`src/rtl/fi_pkg.sv`:
```
package fi_pkg;
  // per-pixel control word handed from the sequencer to the datapath
  typedef struct packed {
    logic emit;      // this beat produces an output pixel
    logic sof;       // first output pixel of the field
    logic eol;       // last output pixel of the line
    logic fld;       // field parity
    logic zero_bot;  // bottom tap forced to zero (replayed line)
    logic v1;        // first line memory holds a full line
    logic v2;        // second line memory holds a full line
  } fi_ctl_t;
endpackage

```
`src/rtl/fi_line_mem.sv`:
```
module fi_line_mem #(
  parameter int DW    = 24,
  parameter int DEPTH = 16,
  localparam int AW   = $clog2(DEPTH)
) (
  input  logic          clk,
  input  logic          we,
  input  logic [AW-1:0] waddr,
  input  logic [DW-1:0] wdata,
  input  logic [AW-1:0] raddr,
  output logic [DW-1:0] rdata
);
  logic [DW-1:0] mem [DEPTH];

  // simple dual port, registered read, read-before-write
  always_ff @(posedge clk) begin
    rdata <= mem[raddr];
    if (we) mem[waddr] <= wdata;
  end
endmodule

```
`src/rtl/fi_seq.sv`:
```
module fi_seq import fi_pkg::*; #(
  parameter int MAX_PIX     = 16,
  parameter int FRAME_LINES = 6,
  localparam int AW = $clog2(MAX_PIX),
  localparam int LW = $clog2(FRAME_LINES + 2)
) (
  input  logic          clk,
  input  logic          rst,
  input  logic          in_valid,
  input  logic          in_sof,
  input  logic          in_eol,
  output logic [AW-1:0] rd_addr,
  output logic [AW-1:0] wr_addr,
  output logic          wr2_req,
  output fi_ctl_t       ctl
);
  localparam logic [LW-1:0] LAST_LINE  = LW'(FRAME_LINES);
  localparam logic [LW-1:0] LINE_CAP   = LW'(FRAME_LINES + 1);
  localparam bit            EVEN_FRAME = (FRAME_LINES % 2) == 0;

  logic          field_q, v1_q, v2_q, first_q;
  logic [LW-1:0] line_q;
  logic [AW-1:0] col_q;
  logic          flush_on;
  logic [AW-1:0] flush_col, flush_last;

  logic          cur_field, cur_v1, cur_v2, pick, emit_pix, last_b, first_now;
  logic [LW-1:0] cur_line;
  logic [AW-1:0] cur_col;

  always_comb begin
    cur_line  = (in_valid && in_sof) ? LW'(1) : line_q;
    cur_col   = (in_valid && in_sof) ? '0 : col_q;
    cur_field = (in_valid && in_sof) ? ~field_q : field_q;
    cur_v1    = (in_valid && in_sof) ? 1'b0 : v1_q;
    cur_v2    = (in_valid && in_sof) ? 1'b0 : v2_q;
    if (!cur_field) pick = !cur_line[0] && (cur_line >= LW'(2));
    else            pick =  cur_line[0] && (cur_line >= LW'(3));
    emit_pix  = in_valid && pick;
    last_b    = in_valid && in_eol && cur_field && (cur_line == LAST_LINE) && EVEN_FRAME;
    first_now = (in_valid && in_sof) || first_q;

    rd_addr = flush_on ? flush_col : cur_col;
    wr_addr = cur_col;
    wr2_req = in_valid && cur_v1;

    ctl.emit     = emit_pix || flush_on;
    ctl.sof      = (emit_pix || flush_on) && first_now;
    ctl.eol      = flush_on ? (flush_col == flush_last) : in_eol;
    ctl.fld      = flush_on ? field_q : cur_field;
    ctl.zero_bot = flush_on;
    ctl.v1       = flush_on ? v1_q : cur_v1;
    ctl.v2       = flush_on ? v2_q : cur_v2;
  end

  always_ff @(posedge clk) begin
    if (rst) begin
      field_q    <= 1'b1;
      line_q     <= '0;
      col_q      <= '0;
      v1_q       <= 1'b0;
      v2_q       <= 1'b0;
      first_q    <= 1'b0;
      flush_on   <= 1'b0;
      flush_col  <= '0;
      flush_last <= '0;
    end else begin
      if (in_valid) begin
        field_q <= cur_field;
        if (in_eol) begin
          col_q  <= '0;
          line_q <= (cur_line == LINE_CAP) ? LINE_CAP : cur_line + LW'(1);
          v1_q   <= 1'b1;
          v2_q   <= cur_v1;
        end else begin
          col_q  <= cur_col + AW'(1);
          line_q <= cur_line;
          v1_q   <= cur_v1;
          v2_q   <= cur_v2;
        end
      end
      if (in_valid && in_sof)  first_q <= 1'b1;
      else if (ctl.emit)       first_q <= 1'b0;
      if (last_b) begin
        flush_on   <= 1'b1;
        flush_col  <= '0;
        flush_last <= cur_col;
      end else if (flush_on) begin
        flush_col <= flush_col + AW'(1);
        if (flush_col == flush_last) flush_on <= 1'b0;
      end
    end
  end

  // the middle tap always comes from a filled line memory
  assert_mid_tap_filled_R4: assert property (@(posedge clk) disable iff (rst)
    ctl.emit |-> ctl.v1);
  // input stays idle while the last bottom-field line is replayed
  assert_idle_during_replay_R5: assert property (@(posedge clk) disable iff (rst)
    flush_on |-> !in_valid);
  // every input frame start flips the parity
  assert_parity_flip_R3: assert property (@(posedge clk) disable iff (rst)
    (in_valid && in_sof) |=> (field_q != $past(field_q)));
  // a new frame starts with both line memories empty
  assert_mem_cleared_R6: assert property (@(posedge clk) disable iff (rst)
    (in_valid && in_sof && !in_eol) |=> (!v1_q && !v2_q));
endmodule

```
`src/rtl/fi_tap_sum.sv`:
```
module fi_tap_sum #(
  parameter int CW = 8,
  parameter int NC = 3,
  localparam int PW = CW * NC
) (
  input  logic          clk,
  input  logic          rst,
  input  logic          emit,
  input  logic          sof,
  input  logic          eol,
  input  logic          fld,
  input  logic [PW-1:0] top_i,
  input  logic [PW-1:0] mid_i,
  input  logic [PW-1:0] bot_i,
  output logic          out_valid,
  output logic          out_sof,
  output logic          out_eol,
  output logic          out_field,
  output logic [PW-1:0] out_data
);
  logic [PW-1:0] avg;

  for (genvar k = 0; k < NC; k++) begin : g_comp
    logic [CW+1:0] s;
    assign s = {2'b00, top_i[k*CW +: CW]}
             + {1'b0, mid_i[k*CW +: CW], 1'b0}
             + {2'b00, bot_i[k*CW +: CW]};
    assign avg[k*CW +: CW] = CW'(s >> 2);
  end

  always_ff @(posedge clk) begin
    if (rst) begin
      out_valid <= 1'b0;
      out_sof   <= 1'b0;
      out_eol   <= 1'b0;
      out_field <= 1'b0;
      out_data  <= '0;
    end else begin
      out_valid <= emit;
      out_sof   <= emit && sof;
      out_eol   <= emit && eol;
      if (emit) begin
        out_field <= fld;
        out_data  <= avg;
      end
    end
  end
endmodule

```
`src/rtl/field_interlacer.sv`:
```
module field_interlacer import fi_pkg::*; #(
  parameter int COMP_W      = 8,
  parameter int NUM_COMP    = 3,
  parameter int MAX_PIX     = 16,
  parameter int FRAME_LINES = 6,
  localparam int PW = COMP_W * NUM_COMP,
  localparam int AW = $clog2(MAX_PIX)
) (
  input  logic          clk,
  input  logic          rst,
  input  logic          in_valid,
  input  logic          in_sof,
  input  logic          in_eol,
  input  logic [PW-1:0] in_data,
  output logic          out_valid,
  output logic          out_sof,
  output logic          out_eol,
  output logic          out_field,
  output logic [PW-1:0] out_data
);
  fi_ctl_t       a_ctl, b_ctl;
  logic [AW-1:0] rd_addr, wr_addr, b_col;
  logic          wr2_req, b_wr2;
  logic [PW-1:0] b_pix, m1_rd, m2_rd, top_t, mid_t, bot_t;

  fi_seq #(.MAX_PIX(MAX_PIX), .FRAME_LINES(FRAME_LINES)) u_seq (
    .clk(clk), .rst(rst), .in_valid(in_valid), .in_sof(in_sof), .in_eol(in_eol),
    .rd_addr(rd_addr), .wr_addr(wr_addr), .wr2_req(wr2_req), .ctl(a_ctl)
  );

  // first line delay: written with the incoming pixel
  fi_line_mem #(.DW(PW), .DEPTH(MAX_PIX)) u_mem1 (
    .clk(clk), .we(in_valid), .waddr(wr_addr), .wdata(in_data),
    .raddr(rd_addr), .rdata(m1_rd)
  );

  // second line delay: fed from the first one a cycle later
  fi_line_mem #(.DW(PW), .DEPTH(MAX_PIX)) u_mem2 (
    .clk(clk), .we(b_wr2), .waddr(b_col), .wdata(m1_rd),
    .raddr(rd_addr), .rdata(m2_rd)
  );

  always_ff @(posedge clk) begin
    if (rst) begin
      b_ctl <= '0;
      b_wr2 <= 1'b0;
    end else begin
      b_ctl <= a_ctl;
      b_wr2 <= wr2_req;
    end
  end

  always_ff @(posedge clk) begin
    b_col <= wr_addr;
    b_pix <= in_data;
  end

  assign top_t = b_ctl.v2 ? m2_rd : '0;
  assign mid_t = b_ctl.v1 ? m1_rd : '0;
  assign bot_t = b_ctl.zero_bot ? '0 : b_pix;

  fi_tap_sum #(.CW(COMP_W), .NC(NUM_COMP)) u_sum (
    .clk(clk), .rst(rst), .emit(b_ctl.emit), .sof(b_ctl.sof), .eol(b_ctl.eol),
    .fld(b_ctl.fld), .top_i(top_t), .mid_i(mid_t), .bot_i(bot_t),
    .out_valid(out_valid), .out_sof(out_sof), .out_eol(out_eol),
    .out_field(out_field), .out_data(out_data)
  );

  assert_reset_quiet_R1: assert property (@(posedge clk)
    rst |=> !out_valid);
  assert_sof_has_valid_R8: assert property (@(posedge clk) disable iff (rst)
    out_sof |-> out_valid);
  assert_eol_has_valid_R7: assert property (@(posedge clk) disable iff (rst)
    out_eol |-> out_valid);
  assert_field_steady_R3: assert property (@(posedge clk) disable iff (rst)
    (out_valid && !out_sof && $past(out_valid)) |-> $stable(out_field));
endmodule

```
`config.mk`:
```
export PLATFORM = sky130hd
export DESIGN_NAME = field_interlacer
export DESIGN_NICKNAME = d
export VERILOG_FILES = /design/src/rtl/fi_pkg.sv /design/src/rtl/fi_line_mem.sv /design/src/rtl/fi_seq.sv /design/src/rtl/fi_tap_sum.sv /design/src/rtl/field_interlacer.sv
export SDC_FILE = /design/constraint.sdc
export NUM_CORES = 1
export LEC_CHECK = 0
export CAP_MARGIN = 20
export CELL_PAD_IN_SITES_DETAIL_PLACEMENT = 2
export CELL_PAD_IN_SITES_GLOBAL_PLACEMENT = 2
export CORE_ASPECT_RATIO = 2
export CORE_MARGIN = 2
export CORE_UTILIZATION = 49
export CTS_CLUSTER_DIAMETER = 60
export DETAILED_ROUTE_END_ITERATION = 7
export DONT_BUFFER_PORTS = 1
export PLACE_DENSITY_LB_ADDON = 0.1
export SETUP_SLACK_MARGIN = 0.2
export SLEW_MARGIN = 20
export SYNTH_ARGS = -nofsm -noshare
export SYNTH_HDL_FRONTEND = slang
export SYNTH_SLANG_ARGS = --single-unit
```
`constraint.sdc`:
```
create_clock -name clk -period 4.25 [get_ports clk]
set_clock_uncertainty 0.2 [all_clocks]
set_input_delay 1.275 -clock clk [delete_from_list [all_inputs] [get_ports clk]]
set_output_delay 1.275 -clock clk [all_outputs]
set_load 0.1 [all_outputs]
```
# ---- After elaboration in Yosys (flattened, before gate mapping)
# Memory sizes are Yosys's and may differ from the RTL's. A register that Yosys moved wholly into a read port is not among the register bits.
# Cells that the tools add are included.
dict set report totals {
  reg_bits 84
  ram_bits 768
  input_bits 29
  memories 2
}
# memory depth width read_ports rd_ports_with_merged_regs wr line_no
set memory_table {}
lappend memory_table {u_mem1.mem 16 24 1 1 1 fi_line_mem.sv:13} ;# logic [DW-1:0] mem [DEPTH];
lappend memory_table {u_mem2.mem 16 24 1 1 1 fi_line_mem.sv:13}
dict set report classes {
  addsub 9
  n_lt_le_gt_ge 2
  eq_ne 3
  muxes 28
  bitwise_logic 1
  n_reduce_logical 16
}
# op count
set op_table {}
lappend op_table {{$mux W24} 3}
lappend op_table {{$add A10 B8 Y10} 3}
lappend op_table {{$add A8 B9 Y10} 3}
lappend op_table {{$mux W1} 19}
lappend op_table {{$mux W4} 3}
lappend op_table {{$logic_and A1 B1 Y1} 11}
lappend op_table {{$mux W3} 3}
lappend op_table {{$add A4 B1 Y4 const B} 2}
lappend op_table {{$eq A3 B3 Y1 const B} 2}
lappend op_table {{$ge A3 B2 Y1 const B} 2}
lappend op_table {{$eq A4 B4 Y1} 1}
lappend op_table {{$add A3 B1 Y3 const B} 1}
lappend op_table {{$logic_or A1 B1 Y1} 2}
lappend op_table {{$reduce_bool A2 Y1} 1}
lappend op_table {{$reduce_or A2 Y1} 1}
lappend op_table {{$logic_not A1 Y1} 1}
lappend op_table {{$not A1 Y1} 1}

# ---- Depth between registers and ports, before layout
dict set report logic_depth {
  ltp_word 9
  ltp_mapped 11
  depth_no_buf 10
}

# ---- Hierarchy
# A second synthesis with hierarchy kept.
dict set report unflattened {
  hier_cells 1758
  area_unflattened_um2 34643.2
}
# mod n_inst cells_each area_per_inst_um2 seq_area_each_um2
set modules_own_cells {}
lappend modules_own_cells {fi_line_mem 2 636 14930.6 12011.5}
lappend modules_own_cells {fi_tap_sum 1 241 2371.0 560.5}
lappend modules_own_cells {field_interlacer 1 122 1323.8 720.7}
lappend modules_own_cells {fi_seq 1 123 1087.3 400.4}

# ---- Worst setup path after synthesis
# Ideal clock, no wire load.
dict set report synth_path {
  path_kind {in2reg}
  from {input in_valid}
  to {memory u_mem1.mem[0][0] (enable)}
  t_arrival_ps 2771
  path_slack_ps 896
  path_stages 5
  n_path_buf 2
  path_cell_list {buf_4 > clkbuf_1 > inv_1 > nor3_1 > and2_1}
}
dict set report synth_via {
  elab_chain_len 2
  word_cells_on_any_way 4
}
# element line_no
set synth_rtl {}
lappend synth_rtl {{start: declaration} field_interlacer.sv:11} ;# input logic in_valid,
lappend synth_rtl {{$mux W1 or $logic_and A1 B1 Y1 (tied branches)} {fi_line_mem.sv:18, fi_seq.sv:33}}
lappend synth_rtl {{$mux W1 (not written as such) or $mux W4 (tied branches)} {fi_line_mem.sv:18, fi_seq.sv:33}}
lappend synth_rtl {{end: declaration} fi_line_mem.sv:13}
# Parallel ways exist; a longest one is shown, timed or not.

# ---- Final worst setup path
dict set report layout_path {
  from {register b_ctl[2] (netlist bit)}
  to {register u_sum.out_data[13]}
}
dict set report layout_via {
  elab_chain_len 2
}
# element line_no
set layout_rtl {}
lappend layout_rtl {{start: declaration} field_interlacer.sv:21} ;# fi_ctl_t a_ctl, b_ctl;
lappend layout_rtl {{start signal: assignment} field_interlacer.sv:48} ;# b_ctl <= a_ctl;
lappend layout_rtl {{$mux W24} field_interlacer.sv:60} ;# assign bot_t = b_ctl.zero_bot ? '0 : b_pix;
lappend layout_rtl {{$add A10 B8 Y10} fi_tap_sum.sv:27} ;# + {2'b00, bot_i[k*CW +: CW]};
lappend layout_rtl {{end signal: assignment} fi_tap_sum.sv:44} ;# out_data <= avg;
lappend layout_rtl {{end: declaration} fi_tap_sum.sv:19} ;# output logic [PW-1:0] out_data
# Every way passes these cells.
# A chain may end at the register's enable or synchronous reset.

==> results by group <==
Critical path
  • R2R depth: 10
  • Worst r2r src: b_ctl[2]$_SDFF_PP0_
  • Cell family with most CP delay: simple AND/OR/NAND/NOR gates
  • Flop-to-flop setup slack: 0.47 ns
  • Slowest CP cell: dfxtp_1
  • CP bufs+invs: 0
  • Critical Path Sink Type: flip-flop
  • CP Cell Sequence: nor2b_1, fa_1, nand3_1, nor2_1, fa_1, a21o_1, a21oi_1, o21ai_0, or4_1, nand4_1
  • Worst EP required: 4.65 ns
  • Crit path from: b_ctl[2]$_SDFF_PP0_
  • CP most frequent cell: fa_1
  • CP startpoint kind: flip-flop
  • Crit Path Category: flip-flop to flip-flop
  • CP Data Arrival Time: 4.18 ns
  • Max Fanout on Critical Path: 22
  • Reg-to-reg critical path endpoint: u_sum.out_data[13]$_SDFFE_PP0P_
  • CP peak stage delay: 0.85 ns

Layout
  • Synth-to-layout area growth: 11.6%
  • Final Util: 54.9%
  • Commonest non-fill, non-tap cell in the layout: edfxtp_1
  • Final layout net count: 2122
  • Most frequent cells in the layout: edfxtp_1, mux2i_1, dfxtp_1
  • Ant diodes: 0
  • Non-filler cells, final: 3021
  • Share of cells above drive strength 1: 18.9%
  • Footprint of the multi-input gates: 8890 um2
  • Reg area: 25700 um2
  • Fillers: 6087

STA
  • Period utilization: 88.9%
  • Slew Limit Fails: 0
  • FMAX: 265 MHz
  • Hold Fails Final Rpt: 0
  • Tmin final: 3.78 ns
  • Slew margin rel.: 24.7%
  • Least-Margin Pin Slew: 1.13 ns
  • Setup Viol. Count Final: 0
  • RSZ-0062 raised after global routing: no
  • Setup TNS: 0 ns

Synthesis
  • Syn Std Cell Area: 35200 um2
  • Yosys top cell by area: edfxtp_1
  • Most used flip-flop cell after synthesis: edfxtp_1
  • Syn Nets: 2049
  • Fraction of registers with async set/reset: 0%
  • Avg Inst Size Synth: 17.9 um2
  • Synth area leaders: edfxtp_1, dfxtp_1, mux4_2
  • Ys Warns: 0
  • Post-synth EDFFs: 768
  • Post-synthesis cell type count: 64
  • Post-Synthesis Cells: 1969
  • Register area share after synthesis: 73.1%
  • Post-synth top area share: 65.5%
  • Synthesis-stage register bit count: 900

Clock network
  • Clock-pin slew on the worst setup and hold paths: 0.07 ns
  • CTS Sinks: 900
  • Hold Buf Count CTS: 0
  • Post-CTS sizing: 0
  • H-tree levels: 3
  • Clk buf depth: 3
  • Number of CTS-inserted buffers: 78
  • CTS Root Cell: clkbuf_16
  • Clock Latency Late Sink: 0.67 ns
  • TritonCTS clock tree: yes
  • Setup bufs post-CTS: 0

Detailed routing
  • Initial DRC Count: 1516
  • Wire per inst: 36.6 um
  • Post-route antenna net violation count: 0
  • Detailed Routing Iterations Pass 1: 5
  • Routed wire length: 111000 um
  • DRC: 0
  • DR vias/cell: 6.29
  • Via count: 19.0k

Power and ir drop
  • Max rail drop VDD: 0.000422 V
  • Gate power share: 3.0%
  • Seq pwr share: 55.3%
  • Clock network fraction of design power: 41.7%
  • Power per cell area: 452 nW/um2
  • Switch share: 21.6%
  • Leak: 14.0 nW
  • Pint: 0.0139 W
  • Net switching power: 0.00384 W

Min path
  • HP Class: flip-flop to flip-flop
  • Min-Delay Startpoint: u_seq.first_q$_SDFFE_PP0P_
  • Hold Crit Depth: 2
  • Worst Hold End: u_seq.first_q$_SDFFE_PP0P_

GRT
  • Gr ovfl total: 0
  • Tot GR Track Use: 30.3%
  • Antenna violations before repair: 0
  • First-pass GRT wire length: 158000 um
  • Largest net degree at the start of global routing: 53
  • Vias in the first global route: 21.3k

Placed design
  • Port-buffer cells: 0
  • Final GP Congestion: 0.767
  • Total placed cells including tap cells: 2878
  • DP HPWL: 66900 um

Status
  • Status: finished clean

Run
  • Max-Cap Viols: 0

Die
  • Core Region: 71500 um2
  • Die Y: 383 um
  • Row count: 139
  • Initial core utilization: 49.2%
  • Die W: 193 um
  • Total die area: 74100 um2
  • I/O Pins: 57
registers in the layout, indices dropped and copies added (netlist names), 3 cells and up:
register	count
b_pix	24
u_seq.flush_last	4
u_mem1.mem	384
b_ctl	7
u_seq.col_q	4
b_col	4
u_seq.line_q	3
u_mem2.rdata	24
u_sum.out_data	24
u_mem1.rdata	24
u_mem2.mem	384
u_seq.flush_col	4
power by group through the flow:
stage	Clock, W	Combinational, W	Sequential (W)
after floorplan	0	0.000377	0.00995
after CTS	0.00754	0.000540	0.00981
final	0.00740	0.000534	0.00982
after detailed placement	0	0.000530	0.0100
after global routing	0.00775	0.000577	0.00982
after global placement	0	0.000499	0.00999
per-layer routing:
metal	vias up	routed length [um]	global-route usage, %
met4	0	3830	11.0
met5	-	0	0
met3	211	4870	3.94
met1	10300	41200	35.5
li1	7840	-	-
met2	642	60800	56.6
final cells by class:
cell class / instances / share of cell area (%)
multi-input cells: 932 / 22.7
inverters: 48 / 0.459
clock inverters: 49 / 1.31
repair buffers: 82 / 1.98
well taps: 916 / 2.92
flip-flops and latches: 900 / 65.5
clock buffers: 94 / 5.18
synthesized netlist by cell type, drive strengths merged (4+ instances only):
cell and n:
a211oi 4, nand2b 24, fa 24, xnor2 8
mux2i 168, nor2b 4, nor3 34, and2 28
nand3 11, a22o 75, and3 8, buf 53
or4 4, mux2 44, nor2 120, a21o 8
nand2 77, o21ai 9, a21oi 19, nor4 37
a31oi 6, edfxtp 768, a311o 5, mux4 96
inv 48, xor2 9, ha 27, o22ai 39
clkbuf 36, dfxtp 132, o31ai 4
worst max path at each step:
stage                                 endpoint  depth (start not counted)
3_3_place_gp          u_mem1.rdata[21]$_DFF_P_                          7
4_1_cts        u_sum.out_data[13]$_SDFFE_PP0P_                         10
3_5_place_dp   u_sum.out_data[13]$_SDFFE_PP0P_                         10
5_1_grt        u_sum.out_data[13]$_SDFFE_PP0P_                         10
6_report       u_sum.out_data[13]$_SDFFE_PP0P_                         10
2_1_floorplan       u_mem1.mem[0][0]$_DFFE_PP_                          5
worst reg2reg max path: stages, from the launching register on:
cell	delay [ns]
dfxtp_1	0.85
nor2b_1	0.21
fa_1	0.52
nand3_1	0.14
nor2_1	0.08
fa_1	0.48
a21o_1	0.20
a21oi_1	0.28
o21ai_0	0.18
or4_1	0.50
nand4_1	0.09
per-stage QoR:
stage / hold WS (ns) / instance area, um2 / worst slack [ns] / power [W]
4_1_cts: 0.267 / 39200 / 0.434 / 0.0179
3_5_place_dp: 0.257 / 36700 / 0.519 / 0.0105
6_report: 0.263 / 39200 / 0.470 / 0.0178
2_1_floorplan: 0.236 / 35200 / 0.896 / 0.0103
5_1_grt: 0.292 / 39200 / 0.291 / 0.0182
3_3_place_gp: 0.246 / 36700 / 0.583 / 0.0105
cell families (layout without fill, tap and decap cells):
logic type | after synthesis | in the layout | share of synthesized area (%)
AOI/OAI and AO/OA | 190 | 190 | 4.15
xor gates and xnor gates | 17 | 17 | 0.423
and+or+nand+nor | 366 | 366 | 5.60
buffers and inverters | 137 | 273 | 2.09
adders and majority gates | 51 | 51 | 2.33
DFF | 900 | 900 | 73.1
muxes | 308 | 308 | 12.3
No activity file was read; power rests on OpenSTA's default activity.
